**config.mk**
```make
export PLATFORM = sky130hd
export DESIGN_NAME = sgpio_chain
export DESIGN_NICKNAME = d
export VERILOG_FILES = /design/src/rtl/sgpio_pkg.sv /design/src/rtl/sgpio_ctrl.sv /design/src/rtl/sgpio_datapath.sv /design/src/rtl/sgpio_chain.sv
export SDC_FILE = /design/constraint.sdc
export NUM_CORES = 1
export LEC_CHECK = 0
export ABC_AREA = 1
export BUFFER_PORTS_ARGS = -buffer_cell sky130_fd_sc_hd__buf_2
export CAP_MARGIN = 0
export CORE_MARGIN = 3
export CORE_UTILIZATION = 50
export CTS_BUF_LIST = sky130_fd_sc_hd__clkbuf_8
export CTS_CLUSTER_SIZE = 14
export DETAILED_ROUTE_END_ITERATION = 8
export GPL_ROUTABILITY_DRIVEN = 0
export PLACE_DENSITY = 0.73
export SYNTH_ARGS = -nofsm -noshare
export SYNTH_HDL_FRONTEND = slang
export SYNTH_HIERARCHICAL = 1
export SYNTH_SLANG_ARGS = --single-unit
```
**constraint.sdc**
```tcl
create_clock -name clk -period 5.9 [get_ports clk]
set_clock_uncertainty 0.2 [all_clocks]
set_input_delay 0.885 -clock clk [delete_from_list [all_inputs] [get_ports clk]]
set_output_delay 0.885 -clock clk [all_outputs]
set_load 0.1 [all_outputs]
```
**src/rtl/sgpio_pkg.sv**
```systemverilog
package sgpio_pkg;
  localparam int RegAddrW = 3;
  localparam logic [RegAddrW-1:0] RegCtrl    = 3'd0;
  localparam logic [RegAddrW-1:0] RegDiv     = 3'd1;
  localparam logic [RegAddrW-1:0] RegMask    = 3'd2;
  localparam logic [RegAddrW-1:0] RegStart   = 3'd3;
  localparam logic [RegAddrW-1:0] RegOutBase = 3'd4;

  typedef enum logic [1:0] {SeqIdle, SeqShift, SeqStrobe} seqState_t;

  // strobes from the sequencer to the datapath
  typedef struct packed {
    logic load;    // copy output image into the frame copy
    logic drive;   // update serial output from idx
    logic sample;  // capture serial input into slot idx
    logic commit;  // publish the captured frame
  } dpCmd_t;
endpackage

```
**src/rtl/sgpio_ctrl.sv**
```systemverilog
module sgpio_ctrl
  import sgpio_pkg::*;
#(
  parameter int NumPorts    = 32,
  parameter int MaxBits     = 4,
  parameter int DivWidth    = 16,
  parameter int DefaultHalf = 4,
  parameter int DataW       = 32,
  localparam int PortW = $clog2(NumPorts),
  localparam int BitW  = (MaxBits > 1) ? $clog2(MaxBits) : 1,
  localparam int IdxW  = $clog2(NumPorts * MaxBits)
) (
  input  logic                clk,
  input  logic                rstN,
  input  logic                wrEn,
  input  logic [RegAddrW-1:0] wrAddr,
  input  logic [DataW-1:0]    wrData,
  output dpCmd_t              cmd,
  output logic [IdxW-1:0]     idx,
  output logic                sioClk,
  output logic                sioStrobe,
  output logic                busy
);

  logic [NumPorts-1:0] maskReg, maskSnap;
  logic [BitW-1:0]     bppReg, bppSnap, bitIdx, nextBit;
  logic [DivWidth-1:0] divReg, halfSnap, cnt;
  logic [PortW-1:0]    port, nextPort;
  logic [PortW:0]      firstLive, firstSnap, afterCur;
  logic run, pend, phase, sclkQ, strobeQ, tick, frameStart, more;
  seqState_t state;

  // lowest enabled port at or above 'from'; MSB flags a hit
  function automatic logic [PortW:0] findFrom(input logic [NumPorts-1:0] m, input int from);
    logic [PortW:0] r;
    r = '0;
    for (int i = NumPorts - 1; i >= 0; i--)
      if (m[i] && i >= from) r = {1'b1, PortW'(i)};
    return r;
  endfunction

  function automatic logic [IdxW-1:0] slotIdx(input logic [PortW-1:0] p, input logic [BitW-1:0] b);
    return IdxW'(p) * IdxW'(MaxBits) + IdxW'(b);
  endfunction

  assign firstLive = findFrom(maskReg, 0);
  assign firstSnap = findFrom(maskSnap, 0);
  assign afterCur  = findFrom(maskSnap, int'(port) + 1);

  always_comb begin
    more     = 1'b1;
    nextPort = port;
    nextBit  = bitIdx;
    if (afterCur[PortW]) begin
      nextPort = afterCur[PortW-1:0];
    end else if (bitIdx < bppSnap) begin
      nextPort = firstSnap[PortW-1:0];
      nextBit  = bitIdx + 1'b1;
    end else begin
      more = 1'b0;
    end
  end

  assign tick = (state != SeqIdle) && (cnt == halfSnap - DivWidth'(1));

  always_comb begin
    frameStart = 1'b0;
    cmd        = '0;
    idx        = slotIdx(port, bitIdx);
    case (state)
      SeqIdle:  frameStart = run | pend;
      SeqShift: if (tick) begin
        if (!sclkQ) begin
          cmd.sample = 1'b1;
        end else if (more) begin
          cmd.drive = 1'b1;
          idx       = slotIdx(nextPort, nextBit);
        end
      end
      SeqStrobe: if (tick && phase) begin
        cmd.commit = 1'b1;
        frameStart = run | pend;
      end
      default: ;
    endcase
    if (frameStart) begin
      cmd.load  = 1'b1;
      cmd.drive = firstLive[PortW];
      idx       = slotIdx(firstLive[PortW-1:0], '0);
    end
  end

  always_ff @(posedge clk or negedge rstN) begin
    if (!rstN) begin
      run      <= 1'b0;
      pend     <= 1'b0;
      bppReg   <= BitW'(MaxBits - 1);
      divReg   <= DivWidth'(DefaultHalf);
      maskReg  <= '1;
      maskSnap <= '1;
      bppSnap  <= '0;
      halfSnap <= DivWidth'(1);
      cnt      <= '0;
      sclkQ    <= 1'b0;
      strobeQ  <= 1'b0;
      phase    <= 1'b0;
      port     <= '0;
      bitIdx   <= '0;
      state    <= SeqIdle;
    end else begin
      if (wrEn) begin
        case (wrAddr)
          RegCtrl: begin
            run    <= wrData[0];
            bppReg <= wrData[2 +: BitW];
          end
          RegDiv:  divReg  <= wrData[DivWidth-1:0];
          RegMask: maskReg <= wrData[NumPorts-1:0];
          default: ;
        endcase
      end
      pend <= (pend & ~frameStart) | (wrEn && wrAddr == RegStart && wrData[0]);

      if (frameStart) cnt <= '0;
      else if (state != SeqIdle) cnt <= tick ? '0 : cnt + 1'b1;

      if (frameStart) begin
        maskSnap <= maskReg;
        bppSnap  <= bppReg;
        halfSnap <= (divReg == '0) ? DivWidth'(1) : divReg;
        sclkQ    <= 1'b0;
        bitIdx   <= '0;
        phase    <= 1'b0;
        if (firstLive[PortW]) begin
          state   <= SeqShift;
          port    <= firstLive[PortW-1:0];
          strobeQ <= 1'b0;
        end else begin
          state   <= SeqStrobe;
          strobeQ <= 1'b1;
        end
      end else if (tick) begin
        case (state)
          SeqShift: begin
            if (!sclkQ) begin
              sclkQ <= 1'b1;
            end else begin
              sclkQ <= 1'b0;
              if (more) begin
                port   <= nextPort;
                bitIdx <= nextBit;
              end else begin
                state   <= SeqStrobe;
                strobeQ <= 1'b1;
                phase   <= 1'b0;
              end
            end
          end
          SeqStrobe: begin
            if (!phase) begin
              phase <= 1'b1;
            end else begin
              strobeQ <= 1'b0;
              state   <= SeqIdle;
            end
          end
          default: ;
        endcase
      end
    end
  end

  assign sioClk    = sclkQ;
  assign sioStrobe = strobeQ;
  assign busy      = (state != SeqIdle);

endmodule

```
**src/rtl/sgpio_datapath.sv**
```systemverilog
module sgpio_datapath
  import sgpio_pkg::*;
#(
  parameter int NumGpio = 128,
  parameter int DataW   = 32,
  localparam int IdxW     = $clog2(NumGpio),
  localparam int NumWords = NumGpio / DataW
) (
  input  logic                clk,
  input  logic                rstN,
  input  logic                wrEn,
  input  logic [RegAddrW-1:0] wrAddr,
  input  logic [DataW-1:0]    wrData,
  input  dpCmd_t              cmd,
  input  logic [IdxW-1:0]     idx,
  input  logic                sioIn,
  output logic                sioOut,
  output logic [NumGpio-1:0]  inImage
);

  logic [NumGpio-1:0] outImage, frameOut, frameIn;

  always_ff @(posedge clk or negedge rstN) begin
    if (!rstN) begin
      outImage <= '0;
      frameOut <= '0;
      frameIn  <= '0;
      inImage  <= '0;
      sioOut   <= 1'b0;
    end else begin
      for (int w = 0; w < NumWords; w++)
        if (wrEn && wrAddr == RegOutBase + RegAddrW'(w))
          outImage[w*DataW +: DataW] <= wrData;
      if (cmd.load)   frameOut <= outImage;
      if (cmd.drive)  sioOut   <= cmd.load ? outImage[idx] : frameOut[idx];
      if (cmd.sample) frameIn[idx] <= sioIn;
      if (cmd.commit) inImage  <= frameIn;
    end
  end

endmodule

```
**src/rtl/sgpio_chain.sv**
```systemverilog
module sgpio_chain
  import sgpio_pkg::*;
#(
  parameter int NumPorts    = 32,
  parameter int MaxBits     = 4,
  parameter int DivWidth    = 16,
  parameter int DefaultHalf = 4,
  localparam int DataW   = 32,
  localparam int NumGpio = NumPorts * MaxBits,
  localparam int IdxW    = $clog2(NumGpio)
) (
  input  logic                clk,
  input  logic                rstN,
  input  logic                wrEn,
  input  logic [2:0]          wrAddr,
  input  logic [31:0]         wrData,
  output logic [NumGpio-1:0]  inImage,
  output logic                busy,
  output logic                sioClk,
  output logic                sioOut,
  input  logic                sioIn,
  output logic                sioStrobe
);

  dpCmd_t          cmd;
  logic [IdxW-1:0] idx;

  sgpio_ctrl #(
    .NumPorts(NumPorts), .MaxBits(MaxBits), .DivWidth(DivWidth),
    .DefaultHalf(DefaultHalf), .DataW(DataW)
  ) u_ctrl (
    .clk(clk), .rstN(rstN), .wrEn(wrEn), .wrAddr(wrAddr), .wrData(wrData),
    .cmd(cmd), .idx(idx), .sioClk(sioClk), .sioStrobe(sioStrobe), .busy(busy)
  );

  sgpio_datapath #(.NumGpio(NumGpio), .DataW(DataW)) u_dp (
    .clk(clk), .rstN(rstN), .wrEn(wrEn), .wrAddr(wrAddr), .wrData(wrData),
    .cmd(cmd), .idx(idx), .sioIn(sioIn), .sioOut(sioOut), .inImage(inImage)
  );

endmodule

```
==> results of run 1 <==
[kinds of logic (layout without fill, tap and decap cells)]
family / Yosys count / after routing / synth area share, %
XOR/XNOR: 34 / 34 / 0.9891
multiplexers: 176 / 176 / 6.400
other: 0 / 3 / 0
adder cells (fa/ha/maj): 6 / 6 / 0.2493
buffers and inverters: 611 / 872 / 8.387
AO/OA/AOI/OAI: 658 / 658 / 11.94
flip-flops: 642 / 642 / 53.64
AND/OR/NAND/NOR: 1331 / 1333 / 18.39
[worst max-delay path: cells and delay by family, from the launching register on]
family	cells	cell delay, ps
buffers and inverters	8	1110
AND/OR/NAND/NOR	16	2240
adder cells (fa/ha/maj)	1	130
flip-flops	1	380
multiplexers	1	200
AO/OA/AOI/OAI	2	680
XOR/XNOR	2	430
[flip-flops by register name, summed over array words and instances (netlist names), 2 cells and up]
name             cells
u_ctrl/bitIdx        2
u_ctrl/cnt          16
u_dp/outImage      128
u_ctrl/bppSnap       2
u_ctrl/halfSnap     16
u_ctrl/maskSnap     32
u_dp/inImage       128
u_dp/frameIn       128
u_dp/frameOut      128
u_ctrl/maskReg      32
u_ctrl/port          5
u_ctrl/bppReg        2
u_ctrl/divReg       16
[power by group through the flow]
stage	Sequential (mW)	Combinational, mW	Clock [mW]
final	5.00	1.15	3.93
after CTS	4.99	1.13	4.00
after floorplan	5.00	0.752	0
after global routing	5.03	1.32	4.20
after global placement	5.06	1.10	0
after detailed placement	5.06	1.13	0
[cells in the final DEF (no fill, tap or decap), types with 24 or more instances in the layout]
cell / count
a21oi_1: 123
a31oi_1: 88
buf_2: 169
buf_4: 59
clkbuf_8: 135
dfrtp_1: 574
dfstp_2: 68
inv_1: 443
inv_2: 24
mux2_2: 132
mux2i_1: 44
nand2_1: 854
nand3_1: 118
nor2_1: 243
o211ai_1: 44
o21ai_0: 366
[through the flow]
stage          cells  total power [mW]  setup slack, ps  cell area (sq um)  utilization [%]
2_1_floorplan   3458             5.756            825.7              30110                -
3_3_place_gp    4288             6.159            355.4              31720            53.54
3_5_place_dp    4288             6.191            198.1              31720            53.54
4_1_cts         4484             10.13            169.0              33910            57.24
5_1_grt         4495             10.55           -107.6              34070            57.50
6_report        4497             10.08            242.3              34070            57.51
[repair_timing]
action,in CTS,in global routing
endpoints found under the setup margin,0,103
gates resized for setup,0,13
setup buffers,0,8
[worst max path at each step]
stage | startpoint | end | slack (ps) | depth (start not counted)
4_1_cts | u_ctrl/halfSnap[1] | u_dp/frameIn[96] | 170 | 34
6_report | u_ctrl/halfSnap[1] | u_dp/frameIn[19] | 240 | 30
2_1_floorplan | u_ctrl/sioStrobe | u_dp/frameIn[113] | 830 | 29
3_3_place_gp | u_ctrl/port[0] | u_dp/sioOut | 360 | 54
5_1_grt | u_ctrl/halfSnap[1] | u_dp/sioOut | -110 | 37
3_5_place_dp | u_ctrl/halfSnap[1] | u_dp/frameIn[72] | 200 | 34
[per-layer routing]
layer	routed length [um]	share of wire (%)	vias to the layer above	track usage, %
met4	2151	2.7	0	8.387
met1	35450	44	11867	35.06
met5	0	0	-	0
met3	4988	6.2	147	3.693
li1	-	-	11526	-
met2	37980	47	830	40.22
[synth_stat cells, types with 3 or more instances]
cell type  instances  area share (%)
o211ai_1          44             1.1
o21bai_1           3           0.075
buf_2             43            0.71
o21ai_0          366             6.1
clkbuf_1         100             1.2
buf_4             20            0.50
nor3b_1            3           0.075
nand3_1          121             2.0
mux2i_1           44             1.5
nor3_1            12            0.20
nor2_4            15            0.56
inv_2             23            0.29
nor4_1            14            0.29
or2_2              7            0.15
nand4_1           22            0.46
o31ai_1            3           0.075
dfrtp_1          574              48
a21oi_1          123             2.0
o21ai_1           12            0.20
xnor2_1           10            0.29
nand2_4            3            0.11
nor2_1           247             3.1
a31oi_1           88             1.8
or2_1              5            0.10
clkinv_1           6           0.075
inv_1            402             5.0
dfstp_2           68             5.9
ha_1               6            0.25
a211oi_1           3           0.075
buf_6             13            0.49
xor2_1            24            0.70
nor2_2             8            0.17
nand2_1          857              11
nand2_2            6            0.12
mux2_2           132             4.9
[layout make-up]
class                           count  area (sq um)
Fill cell                        5247         25170
Sequential cell                   642         16150
Multi-Input combinational cell   2207         11530
Clock buffer                      135          1858
Inverter                          433          1642
Timing Repair Buffer              243          1584
Tap cell                          773         967.2
Clock inverter                     61         332.8
Antenna cell                        3         7.507
==> results.yml, run 1 <==
sta:
  rsz0062_at_grt: "true"
  hold_viol: 0
  final_max_slew_viol_count: 0
  max_freq_ghz: 0.1768
  whs_ps: 35.89
  worst_slew_pin_slew_ps: 1009
  max_slew_margin_pct: 32.70
  fin_tns_setup_ps: 0
  min_period_ps: 5658
  period_share_pct: 95.89
  setup_viol: 0
final_layout:
  drive_gt1_share_pct: 18.46
  nNetsFinal: 3676
  syn_to_final_growth_pct: 13.17
logic_synthesis:
  syn_area_per_cell_sq_um: 8.706
  netlist_instances: 3458
  async_flop_share_pct: 100.0
  synth_warnings: 6
  synth_area_sq_mm: 0.03011
  ys_types: 59
  ys_seq_area_share_pct: 53.64
  syn-num-nets: 3503
  synth_edf_count: 0
  synth-main-ff-cell: "dfrtp_1"
  ys_ff_latch: 642
grt:
  antenna_found_initial: 2
  grt_max_degree: 191
  track_usage_pct: 24.99
  first_global_vias: 23022
  grt_first_pass_wirelength_um: 126400
  grt_remaining_overflow: 0
die:
  initial_core_util_pct: 50.82
  io_pins: 171
  die_area_sq_mm: 0.06319
  rows: 89
  fp.dieW_um: 251.4
  die_h_um: 251.4
  core_area_sq_mm: 0.05924
critical_path:
  crit_top_cell: "nand2_1"
  reg2regPathDepth: 30
  cpPeakStageDelay_ps: 500
  required_ps: 6330
  endpoint_kind: "flop"
  start_kind: "flop"
  crit_arrival_ps: 6090
  worst_path_max_delay_cell: "a31oi_1"
  crit_fanout: 190
  r2r_slack_ps: 240
  reg2reg_from: "u_ctrl/halfSnap[1]"
  critical_path_class: "flop to flop"
  regToRegEndpoint: "u_dp/frameIn[19]"
cts:
  clk_latency_ps: 740
  cts_root_buf: "clkbuf_8"
  cts_tree: "done"
  numCtsBuffers: 104
  postCtsHoldBufs: 0
  clockBufferDepth: 3
  clock_sinks: 642
  htree_levels: 3
  path_clk_slew_ps: 60
worst_hold_path:
  hold_class: "input pin to async pin"
pwr:
  comb_power_share_pct: 11.4
  clkPwrFrac_pct: 39.0
  ir_drop_mv: 0.2276
  power_switching_mw: 2.877
  swShare_pct: 28.53
  p_int_mw: 7.206
  seqPwrFrac_pct: 49.6
  power_density_mw_per_mm2: 295.9
  leakage_nw: 17.11
placement:
  io_buffer_count: 170
  dp_hpwl_um: 53960
detailed_routing:
  drc: 0
  vias: 24370
  routedWlPerCell_um: 17.92
  drt.antenna.violating_nets: 0
  drt_first_iter_violations: 2272
  wirelength_um: 80570
  dr.pass1.iters: 6
  viasPerCell: 5.419
outcome:
  status: "completed"
flow_run:
  max_cap_violations: 0
Note: power is estimated with default switching activity, not from simulation.
==> run 2, diff against run 1 <==
--- a/config.mk
+++ b/config.mk
@@ -14,7 +14,8 @@
 export CTS_CLUSTER_SIZE = 14
 export DETAILED_ROUTE_END_ITERATION = 8
 export GPL_ROUTABILITY_DRIVEN = 0
-export PLACE_DENSITY = 0.73
+export GPL_TIMING_DRIVEN = 0
+export PLACE_DENSITY = 0.76
 export SYNTH_ARGS = -nofsm -noshare
 export SYNTH_HDL_FRONTEND = slang
 export SYNTH_HIERARCHICAL = 1
==> constraint.sdc (replaced) <==
create_clock -name clk -period 5 [get_ports clk]
set_clock_uncertainty 0.2 [all_clocks]
set_input_delay 0.75 -clock clk [delete_from_list [all_inputs] [get_ports clk]]
set_output_delay 0.75 -clock clk [all_outputs]
set_load 0.1 [all_outputs]
==> run 2 against run 1 <==
Effect of this change: the flow now finishes with violations (negative setup slack); global-route usage is 4.4 points higher; flip-flop and latch count unchanged; cell count increased by 5.1%; maximum frequency up 8.8%; die area stayed put; critical endpoint is now u_dp/sioOut; non-clock buffer count increased by 234; count of clock-buffer cells in the layout down 5; largest cell class unchanged; critical path depth up 14; via count grew 13%; first-iteration DRC count grew 62%; sequential share of layout area decreased by 3.8 points.
==> results.yml, run 2 (synthesis results as in run 1) <==
outcome:
  status: "complete, but fails checks"
  violations: "negative setup slack"
pwr:
  power_density_mw_per_mm2: 341.2
  power_mw: 12.63
  leakage_nw: 18.38
  ir_drop_mv: 0.2081
sta:
  max_freq_ghz: 0.1923
  fin_tns_setup_ps: -2431
  max_slew_margin_pct: 28.89
  final_max_slew_viol_count: 0
  rsz0062_at_grt: "true"
  min_period_ps: 5200
  worst_slew_pin_slew_ps: 1063
  setup_viol: 53
  hold_viol: 0
  fin_ws_ps: -199.8
  period_share_pct: 104.0
final_layout:
  instances_no_fill: 4726
  syn_to_final_growth_pct: 22.94
  nNetsFinal: 3910
  final_common_cell: "nand2_1"
  fin_util_pct: 62.48
  final_cell_mix: "819 x nand2_1, 571 x dfrtp_1, 417 x inv_1"
  drive_gt1_share_pct: 24.70
grt:
  track_usage_pct: 29.43
  grt_remaining_overflow: 0
  grt_max_degree: 121
  antenna_found_initial: 4
  first_global_vias: 25451
  grt_first_pass_wirelength_um: 144300
flow_run:
  max_cap_violations: 0
critical_path:
  start_kind: "flop"
  required_ps: 5450
  crit_fanout: 6
  crit_arrival_ps: 5650
  worst_path_max_delay_cell: "dfrtp_1"
  cpPeakStageDelay_ps: 390
  critical_path_class: "flop to flop"
  endpoint_kind: "flop"
  crit_top_cell: "nand2_1"
die:
  die_area_sq_mm: 0.06319
  fp.dieW_um: 251.4
  die_h_um: 251.4
  rows: 89
  initial_core_util_pct: 50.82
  io_pins: 171
  core_area_sq_mm: 0.05924
cts:
  path_clk_slew_ps: 70
  numCtsBuffers: 104
  clk_latency_ps: 710
  clock_sinks: 642
  clockBufferDepth: 3
  cts_tree: "done"
  cts_root_buf: "clkbuf_8"
  htree_levels: 3
worst_hold_path:
  hold_class: "input pin to flop"
detailed_routing:
  routedWlPerCell_um: 22.19
  drt.antenna.violating_nets: 0
  viasPerCell: 5.829
  drc: 0
  drt_first_iter_violations: 3679
  wirelength_um: 104900
  vias: 27549
  dr.pass1.iters: 6
placement:
  io_buffer_count: 169
  placedCellCount: 4405
  dp_hpwl_um: 65810
[run 2: changes by cell type in the layout (fill, tap and decap cells not counted), sizes merged]
cell	change
clkinv	+13
bufbuf	+1
dlygate4sd3	+1
inv	-20
nor2	-2
bufinv	+9
clkinvlp	+2
diode	-2
clkbuf	+100
buf	+127
[run 2: per-layer routing]
metal  GRT usage (%)  vias up  wire length, um
met1           38.71    13131            38760
met3           7.014      525            12410
met5               0        -                8
met4           15.37        2             7141
li1                -    12001                -
met2           45.67     1890            46550
[run 2: final timing paths]
check	start	to	slack [ps]	cells past startpoint
max	u_ctrl/halfSnap[1]	u_dp/sioOut	-200	44
min	wrData[9]	u_dp/outImage[105]	160	3
max reg2reg	u_ctrl/halfSnap[1]	u_dp/sioOut	-200	44
min reg2reg	u_dp/frameOut[30]	u_dp/frameOut[30]	280	2
max in group asynchronous	rstN	u_dp/outImage[107]	2010	5
min in group asynchronous	rstN	u_ctrl/cnt[11]	470	2
[run 2: final cells by class]
type                    count  area, sq um
clock buffers             130         1789
clock inverters            63        540.5
plain buffers             176         1269
flip-flops and latches    642        16150
multi-input cells        2205        12220
repair buffers            301         2384
inverters                 433         1682
repair inverters            2        10.01
fillers                  4487        22230
diodes                      1        2.502
well taps                 773        967.2
[run 2: report_power, final]
part	switching, mW	internal (mW)
clock	2.25	2.83
sequential	0.312	5.60
combinational	1.07	0.566
total	3.63	9.00
[run 2: what timing repair did]
item,4_1_cts,5_1_grt
endpoints found under the hold margin,47,0
buffers inserted,41,71
hold buffers,1,0
setup endpoints to repair,257,194
pin swaps,18,43
cloned,1,18
resized for setup,105,308
[run 2: metrics by stage]
step	hold WS (ps)	setup slack [ps]	area, sq um
2_1_floorplan	236.6	218.3	30110
5_1_grt	166.8	-497.6	37010
3_5_place_dp	259.4	-1055	32070
3_3_place_gp	247.8	-11350	31920
4_1_cts	113.4	-22.01	35090
6_report	157.2	-199.8	37010
[run 2: worst max-delay path: cells and delay by family (launching register included)]
family | cells | cell delay, ps
fa+ha+maj | 1 | 120
buf+inv | 12 | 1070
xor+xnor | 1 | 80
compound gates | 2 | 350
simple gates | 28 | 2920
flops | 1 | 390
